## config.mk

```make
export PLATFORM = sky130hd
export DESIGN_NAME = ps2_frame_rx
export DESIGN_NICKNAME = d
export VERILOG_FILES = /design/src/rtl/ps2_rx_pkg.sv /design/src/rtl/ps2_sync.sv /design/src/rtl/ps2_us_timer.sv /design/src/rtl/ps2_frame_rx.sv
export SDC_FILE = /design/constraint.sdc
export NUM_CORES = 1
export LEC_CHECK = 0
export BUFFER_PORTS_ARGS = -buffer_cell sky130_fd_sc_hd__buf_2
export CAP_MARGIN = 10
export CORE_ASPECT_RATIO = 0.75
export CORE_UTILIZATION = 45
export DETAILED_ROUTE_END_ITERATION = 10
export PLACE_DENSITY = 0.71
export SETUP_SLACK_MARGIN = 0.5
export SYNTH_ARGS = -nofsm -noshare
export SYNTH_HDL_FRONTEND = slang
export SYNTH_SLANG_ARGS = --single-unit
```

## constraint.sdc

```tcl
create_clock -name clk -period 2.1 [get_ports clk]
set_clock_uncertainty 0.15 [all_clocks]
set_input_delay 0.315 -clock clk [delete_from_list [all_inputs] [get_ports clk]]
set_output_delay 0.315 -clock clk [all_outputs]
set_load 0.05 [all_outputs]
```

## src/rtl/ps2_rx_pkg.sv

```systemverilog
package ps2_rx_pkg;

    localparam int FRAME_BITS = 11;
    localparam int CNT_W      = $clog2(FRAME_BITS + 1);

    localparam logic [7:0] CODE_RESEND = 8'hFE;
    localparam logic [7:0] CODE_ACK    = 8'hFA;

    // slot indices inside a frame
    localparam logic [CNT_W-1:0] SLOT_START  = CNT_W'(0);
    localparam logic [CNT_W-1:0] SLOT_LAST_D = CNT_W'(8);
    localparam logic [CNT_W-1:0] SLOT_PARITY = CNT_W'(9);
    localparam logic [CNT_W-1:0] SLOT_STOP   = CNT_W'(10);

    typedef struct packed {
        logic [CNT_W-1:0] slot;
        logic [7:0]       shreg;
        logic             par_bad;
        logic [7:0]       byte_out;
        logic             valid;
        logic             perr_out;
        logic             resend;
        logic             clk_prev;
    } rx_state_t;

endpackage

```

## src/rtl/ps2_sync.sv

```systemverilog
module ps2_sync #(
    parameter int WIDTH  = 2,
    parameter int STAGES = 2
) (
    input  logic             clk,
    input  logic             rst_n,
    input  logic [WIDTH-1:0] async_in,
    output logic [WIDTH-1:0] sync_out
);

    logic [WIDTH-1:0] stage_q [STAGES];

    for (genvar s = 0; s < STAGES; s++) begin : g_stage
        logic [WIDTH-1:0] stage_d;
        if (s == 0) begin : g_first
            assign stage_d = async_in;
        end else begin : g_next
            assign stage_d = stage_q[s-1];
        end
        always_ff @(posedge clk or negedge rst_n) begin
            if (!rst_n) stage_q[s] <= '1;   // idle link lines are high
            else        stage_q[s] <= stage_d;
        end
    end

    assign sync_out = stage_q[STAGES-1];

endmodule

```

## src/rtl/ps2_us_timer.sv

```systemverilog
module ps2_us_timer #(
    parameter int CLKS_PER_US = 50,
    parameter int LIMIT_US    = 121,
    parameter int CW          = $clog2(LIMIT_US + 1)
) (
    input  logic          clk,
    input  logic          rst_n,
    input  logic          restart,
    output logic [CW-1:0] elapsed_us
);

    localparam int PW = $clog2(CLKS_PER_US + 1);

    typedef struct packed {
        logic [PW-1:0] pre;
        logic [CW-1:0] us;
    } tmr_t;

    tmr_t tmr_d, tmr_q;

    always_comb begin
        tmr_d = tmr_q;
        if (restart) begin
            tmr_d.pre = '0;
            tmr_d.us  = '0;
        end else if (tmr_q.pre == PW'(CLKS_PER_US - 1)) begin
            tmr_d.pre = '0;
            if (tmr_q.us != CW'(LIMIT_US)) tmr_d.us = tmr_q.us + 1'b1;
        end else begin
            tmr_d.pre = tmr_q.pre + 1'b1;
        end
    end

    always_ff @(posedge clk or negedge rst_n) begin
        if (!rst_n) begin
            tmr_q.pre <= '0;
            tmr_q.us  <= CW'(LIMIT_US);   // start saturated: long ago
        end else begin
            tmr_q <= tmr_d;
        end
    end

    assign elapsed_us = tmr_q.us;

endmodule

```

## src/rtl/ps2_frame_rx.sv

```systemverilog
module ps2_frame_rx
    import ps2_rx_pkg::*;
#(
    parameter int CLKS_PER_US = 50,
    parameter int MIN_GAP_US  = 40,
    parameter int MAX_GAP_US  = 120
) (
    input  logic       clk,
    input  logic       rst_n,
    input  logic       ps2_clk_in,
    input  logic       ps2_data_in,
    input  logic       tx_enable,
    input  logic       tx_done,
    output logic [7:0] rx_byte,
    output logic       rx_valid,
    output logic       rx_parity_err,
    output logic       resend_req,
    output logic [7:0] resend_cmd
);

    localparam int GAP_LIMIT = MAX_GAP_US + 1;
    localparam int GW        = $clog2(GAP_LIMIT + 1);
    localparam int TW        = $clog2(MIN_GAP_US + 1);

    logic [1:0]    sync_lines;
    logic          line_clk, line_data;
    logic [GW-1:0] gap_us;
    logic [TW-1:0] tx_us;
    logic          fall_edge, accept, too_soon, overdue, tx_quiet;
    rx_state_t     st_d, st_q;

    ps2_sync #(.WIDTH(2), .STAGES(2)) u_sync (
        .clk      (clk),
        .rst_n    (rst_n),
        .async_in ({ps2_data_in, ps2_clk_in}),
        .sync_out (sync_lines)
    );

    assign line_clk  = sync_lines[0];
    assign line_data = sync_lines[1];

    // time since last accepted edge, saturating just above the abort limit
    ps2_us_timer #(.CLKS_PER_US(CLKS_PER_US), .LIMIT_US(GAP_LIMIT), .CW(GW)) u_gap (
        .clk        (clk),
        .rst_n      (rst_n),
        .restart    (accept),
        .elapsed_us (gap_us)
    );

    // time since the host finished transmitting
    ps2_us_timer #(.CLKS_PER_US(CLKS_PER_US), .LIMIT_US(MIN_GAP_US), .CW(TW)) u_txq (
        .clk        (clk),
        .rst_n      (rst_n),
        .restart    (tx_done),
        .elapsed_us (tx_us)
    );

    assign fall_edge = st_q.clk_prev & ~line_clk;
    assign tx_quiet  = tx_us < TW'(MIN_GAP_US);
    assign overdue   = (gap_us > GW'(MAX_GAP_US)) && (st_q.slot != SLOT_START);
    assign too_soon  = gap_us < GW'(MIN_GAP_US);
    assign accept    = fall_edge && !tx_quiet && !overdue && !too_soon;

    always_comb begin
        logic fault;
        fault         = 1'b0;
        st_d          = st_q;
        st_d.clk_prev = line_clk;
        st_d.valid    = 1'b0;
        st_d.perr_out = 1'b0;
        st_d.resend   = 1'b0;

        if (fall_edge && !tx_quiet && overdue) begin
            fault = 1'b1;
        end else if (accept) begin
            if (st_q.slot == SLOT_START) begin
                if (line_data) begin
                    fault = 1'b1;
                end else begin
                    st_d.slot    = st_q.slot + 1'b1;
                    st_d.shreg   = '0;
                    st_d.par_bad = 1'b0;
                end
            end else if (st_q.slot <= SLOT_LAST_D) begin
                st_d.shreg = {line_data, st_q.shreg[7:1]};
                st_d.slot  = st_q.slot + 1'b1;
            end else if (st_q.slot == SLOT_PARITY) begin
                if (!(^st_q.shreg ^ line_data)) begin
                    if (!tx_enable) fault = 1'b1;
                    else            st_d.par_bad = 1'b1;
                end
                st_d.slot = st_q.slot + 1'b1;
            end else if (st_q.slot == SLOT_STOP) begin
                if (!line_data) begin
                    fault = 1'b1;
                end else if (!tx_enable && st_q.shreg == CODE_RESEND) begin
                    fault = 1'b1;
                end else if (!tx_enable && st_q.shreg == CODE_ACK) begin
                    st_d.slot  = SLOT_START;
                    st_d.shreg = '0;
                end else begin
                    st_d.byte_out = st_q.shreg;
                    st_d.valid    = 1'b1;
                    st_d.perr_out = st_q.par_bad;
                    st_d.slot     = SLOT_START;
                    st_d.shreg    = '0;
                end
            end else begin
                fault = 1'b1;   // out of range slot: resynchronise
            end
        end

        if (fault) begin
            st_d.slot    = SLOT_START;
            st_d.shreg   = '0;
            st_d.par_bad = 1'b0;
            st_d.resend  = 1'b1;
        end
    end

    always_ff @(posedge clk or negedge rst_n) begin
        if (!rst_n) begin
            st_q          <= '0;
            st_q.clk_prev <= 1'b1;
        end else begin
            st_q <= st_d;
        end
    end

    assign rx_byte       = st_q.byte_out;
    assign rx_valid      = st_q.valid;
    assign rx_parity_err = st_q.perr_out;
    assign resend_req    = st_q.resend;
    assign resend_cmd    = CODE_RESEND;

endmodule

```

---- Word-level counts from Yosys, hierarchy flattened ----
Cells that the tools add are included.
operators by class
  reductions and logical operators ........ 31
  muxes and demuxes ....................... 41
  magnitude comparators ................... 4
  eq/ne operators ......................... 15
  bitwise logic cells ..................... 9
  $add $sub $neg .......................... 5
operators with widths
  kind                   number
  $mux W10               6
  $mux W12               5
  $mux W13               4
  $mux W23               2
  $mux W6                4
  $add A6 B1 Y6 const B  3
  $eq A8 B8 Y1 const B   2
  $mux W1                15
  $mux W7                2
  $reduce_and A7 Y1      2
  $eq A6 B6 Y1 const B   2
  $reduce_bool A4 Y1     3
  $mux W11               1
  $reduce_bool A2 Y1     5
  $reduce_bool A5 Y1     2
  $reduce_and A9 Y1      1
  $eq A4 B4 Y1 const B   2
  $mux W8                1
  $ne A4 B3 Y1 const B   2
  $reduce_xor A8 Y1      1
  $add A7 B1 Y7 const B  1
  $gt A7 B7 Y1 const B   1
  $logic_and A1 B1 Y1    7
  $lt A7 B6 Y1 const B   1
  other kinds (18)       30
word-level totals
  logic and storage cells ................. 119
  output and inout port bits .............. 19
  bits in registers ....................... 54
  input port bits ......................... 6

---- Depth between registers and ports, before layout ----
  depth in word-level cells ............... 12
  gate-level depth with buffers ........... 9
  depth with buffers taken out ............ 8

---- Hierarchy ----
A second synthesis with hierarchy kept.
second synthesis, totals
  cells, all modules ...................... 298
  area, all modules ....................... 3,155.5 sq um
modules (own cells, without submodules)
  module                 sequential area each (sq um)  area each (sq um)  instances  cells an instance
  ps2_frame_rx           626.9                         1,500.2            1          138
  ps2_us_timer at u_gap  331.6                         790.8              1          79
  ps2_us_timer at u_txq  302.8                         759.5              1          77
  ps2_sync               105.1                         105.1              1          4

---- Least setup slack after synthesis ----
No wires, ideal clock.
  kind .................................... register -> register
  from .................................... reg st_q[15] (netlist bit)
  to ...................................... reg st_q[21] (netlist bit)
  path buffers ............................ 0
  period minus slack after synthesis ...... 2.293 ns
  required time ........................... 1.825 ns
  setup time .............................. 0.125 ns
  cell stages (with the launch flop) ...... 9
  path slack .............................. -0.193 ns
  arrival ................................. 2.018 ns
  cells stage by stage .................... dfrtp_1 -> inv_1 -> ha_1 -> xnor3_1 -> xnor2_1 -> a211oi_2 -> nor2_2 -> and3_4 -> mux2_4
on the way
  longest elaborated chain between the ends .. 12
  elaborated cells on any way between the ends .. 21
  those cells by class .................... 4 x eq/ne; 10 x mux; 1 x bitwise; 6 x reduce/logical
ends and longest elaborated chain
  item                                            RTL line             text
  from (decl)                                     ps2_frame_rx.sv:30   rx_state_t st_d, st_q;
  from (signal assigned)                          ps2_frame_rx.sv:126  st_q <= st_d;
  $eq A8 B8 Y1                                    ps2_frame_rx.sv:96   end else if (!tx_enable && st_q.shreg == CODE_RESEND) begin
  $logic_and A1 B1 Y1                             ps2_frame_rx.sv:96
  $mux W1                                         ps2_frame_rx.sv:96
  $mux W1                                         ps2_frame_rx.sv:94   if (!line_data) begin
  $mux W1                                         ps2_frame_rx.sv:93   end else if (st_q.slot == SLOT_STOP) begin
  $mux W1                                         ps2_frame_rx.sv:87   end else if (st_q.slot == SLOT_PARITY) begin
  $mux W1                                         ps2_frame_rx.sv:84   end else if (st_q.slot <= SLOT_LAST_D) begin
  $mux W1                                         ps2_frame_rx.sv:76   if (st_q.slot == SLOT_START) begin
  $mux W1                                         ps2_frame_rx.sv:75   end else if (accept) begin
  $mux W1                                         ps2_frame_rx.sv:73   if (fall_edge && !tx_quiet && overdue) begin
  $ne A5 B4 Y1 (no line) (tied with other cells)  --
  $reduce_and A6 Y1 (no line)                     --
Several ways; a longest one is shown, not always the timed one.
A chain may end at the register's enable or synchronous reset.

---- Worst setup path after layout ----
  from .................................... reg st_q[13] (netlist bit)
  to ...................................... reg st_q[21] (netlist bit)
Same word-level chain as after synthesis.

==> impl_metrics.yaml <==
clock_network:
  clock_tree_from_tritoncts: "built"
  htree_num_levels: 2
  clk_pin_slew_worst_setup_hold_paths_ps: 100
  cts_sinks: 54
  cts.path.max_buffers: 2
  cts_inserted_buffers: 5
  worstSkewPairLatency_ps: 310
  cts.root.buffer_cell: "clkbuf_8"
setup_path:
  critical_path_required_ps: 2150
  timing.critical_path.max_delay_family: "XOR/XNOR gates"
  crit_chain: "inv_1 > ha_1 > xnor3_1 > xnor2_1 > a211oi_2 > nor2_2 > and3_4 > mux2_4"
  r2r_start: "st_q[13]$_DFFE_PN0P_"
  worstSetupPathType: "flip-flop to flip-flop"
  worst_setup_path_end_kind: "flip-flop"
  cp_max_fo: 3
  worst_path_largest_cell_delay_ps: 360
  path_buf_inv: 1
  critical_path.startpoint_type: "flip-flop"
  timing.critical_path.arrival_ps: 2350
  worst_path_max_delay_cell: "dfrtp_1"
  worst_setup_path_startpoint: "st_q[13]$_DFFE_PN0P_"
finish:
  synthesis_to_layout_area_growth_pct: 29.6
  design_area_final_um2: 3650
  multi_input_area_um2: 1500
  antenna-diode-count: 0
  finalNetCount: 337
  drive_gt1_frac: 0.468
  sequential_cell_area_um2: 1370
  nFillCells: 465
floorplan:
  floorplan_core_area_um2: 5920
  floorplan.initialDensity: 0.476
  floorplan.die.height_um: 70.5
  top_level_ports: 25
  core.rowCount: 24
  die_x_um: 93.3
  fp.dieArea_um2: 6580
yosys:
  synth.top_cells.by_area: "dfrtp_1, dfstp_2, ha_1, buf_4, nor2_1"
  yosys_warnings: 0
  synth_top_cells_by_count: "dfrtp_1, nor2_1, ha_1, inv_1, buf_4"
  synth_edf_count: 0
  synth.ff_latch_count: 54
  netlist.area_leader.share: 0.373
  number_of_different_library_cells_in_the_post_synthesis_netlist: 53
  ys_seq_area_frac: 0.486
  postSynthCellCount: 255
  async_flop_share: 1.00
  yosys_most_used_dff: "dfrtp_1"
  yosysMostFrequentCell: "dfrtp_1"
  syn-mean-instance-area_um2: 11.0
  synthesis.area_um2: 2810
  synth_top_cell_by_area: "dfrtp_1"
drt:
  drt_wl_total_um: 5310
  post_drt_wl_per_cell_um: 13.5
  post-route-drc-count: 0
  detail_route.first_pass.iterations: 4
  route.antenna.remaining_nets: 0
  first_iter_violations: 93
  route.detailed.vias_per_inst: 5.02
  vias: 1969
pwr:
  power_density_nw_per_um2: 494
  leakage_nw: 1.71
  irDropWorstVdd_uv: 329
sta:
  drv_slew: 0
  timing.final.crit_share: 1.09
  final-setup-viol-count: 22
  minimum_setup_slack_in_the_final_design_ps: -197
  holdWs_ps: 112
  clock.fmax_ghz: 0.435
  worstMarginPinSlew_ps: 632
  slew_headroom: 0.577
  final-hold-violation-count: 0
  unrepaired_setup_endpoints_after_global_routing: "yes"
  period_needed_ps: 2300
global_routing:
  initial_antenna_violation_count: 0
  grt_pass1_wl_um: 8960
  grt_pass1_vias: 1896
  grtUsageTotal: 0.174
  grt_overflow_total: 0
  grt_max_degree: 55
worst_hold_path:
  timing.hold.worst.class: "primary input to flip-flop"
  worstHoldStart: "tx_done"
place:
  placement.io_buffers: 16
  place_hpwl_um: 3530
  routabilityCongestion: 0.797
  dpl_cell_area_um2: 3130
job:
  max_cap_violations: 0
run_status:
  violations_in_the_final_reports: "negative setup slack"
  outcome: "complete, but fails checks"
[final cells by class]
| type | instances | share of cell area |
|---|---|---|
| Clock buffer | 7 | 0.0237 |
| Multi-Input combinational cell | 168 | 0.412 |
| Sequential cell | 54 | 0.375 |
| Tap cell | 78 | 0.0268 |
| Inverter | 17 | 0.0175 |
| Clock inverter | 1 | 0.00137 |
| Timing Repair Buffer | 67 | 0.143 |
[metal layers]
layer	part of all wire	GRT usage
met1	0.50	0.251
met3	0.032	0.0327
met2	0.46	0.274
met4	0.0098	0.0393
met5	0	0
[per-stage QoR]
| stage | TNS [ps] | power, W | utilization | setup WS (ps) | cells |
|---|---|---|---|---|---|
| after global placement | -1510 | 0.00120 | 0.528 | -168 | 363 |
| after detailed placement | -2590 | 0.00120 | 0.528 | -218 | 363 |
| after floorplan | -952 | 0.00117 | - | -96.3 | 261 |
| after CTS | -2170 | 0.00180 | 0.596 | -178 | 388 |
| final | -2390 | 0.00180 | 0.616 | -197 | 392 |
| after global routing | -4420 | 0.00187 | 0.616 | -300 | 392 |
[cell usage in the layout (no fill, tap or decap), types with 4 or more instances in the layout]
master,n
nor2_1,18
mux2_4,9
nand3_1,7
dfstp_2,12
clkbuf_8,6
dfrtp_1,41
nor2_2,10
nand4_1,4
buf_2,16
conb_1,8
nor2_4,4
xnor2_1,9
nand2_1,7
a22o_1,8
xor2_1,9
buf_6,5
inv_1,14
o21ai_0,4
buf_4,40
ha_1,12
[repair_timing]
item | 4_1_cts | 5_1_grt
hold endpoints to repair | 44 | 0
setup buffers | 14 | 4
gates cloned | 0 | 0
gates resized for setup | 45 | 25
endpoints found under the setup margin | 40 | 41
pin swaps | 6 | 7
hold buffers | 3 | 0
[report_power, final]
| group | internal, W | switching [W] | leakage, nW | total, W |
|---|---|---|---|---|
| Sequential | 0.00106 | 0.0000129 | 0.688 | 0.00107 |
| Combinational | 0.0000391 | 0.0000817 | 0.971 | 0.000121 |
| Clock | 0.000267 | 0.000341 | 0.0482 | 0.000609 |
[worst paths after layout]
| check | endpoint | slack [ps] | depth (start not counted) |
|---|---|---|---|
| min | u_txq.elapsed_us[5]$_DFFE_PN1P_ | 110 | 2 |
| min reg2reg | u_sync.sync_out[0]$_DFF_PN1_ | 220 | 0 |
| max | st_q[21]$_DFFE_PN0P_ | -200 | 8 |
| min in group asynchronous | u_txq.elapsed_us[4]$_DFFE_PN0P_ | 360 | 3 |
| max in group asynchronous | u_sync.g_stage[1].stage_d[0]$_DFF_PN1_ | 1130 | 3 |
| max reg2reg | st_q[21]$_DFFE_PN0P_ | -200 | 8 |
[sequential cells by signal, indices dropped and copies added (netlist names)]
signal / flops
u_txq.elapsed_us: 6
u_sync.g_stage.stage_d: 2
rx_parity_err: 1
rx_valid: 1
u_gap.elapsed_us: 7
u_txq.tmr_q: 6
u_sync.sync_out: 2
resend_req: 1
u_gap.tmr_q: 6
rx_byte: 8
st_q: 14
[cells by family (layout without fill, tap and decap cells)]
family                     count (synthesis)  after routing  share of synthesized area
adders and majority gates                 18             18                     0.0800
AOI/OAI and AO/OA                         30             30                     0.0876
buffers and inverters                     39             92                     0.0765
and+or+nand+nor                           80             80                      0.153
muxes                                     11             11                     0.0445
xor gates and xnor gates                  21             21                     0.0703
DFF                                       54             54                      0.486
other                                      2              8                    0.00267
(Power assumes the default switching activity.)
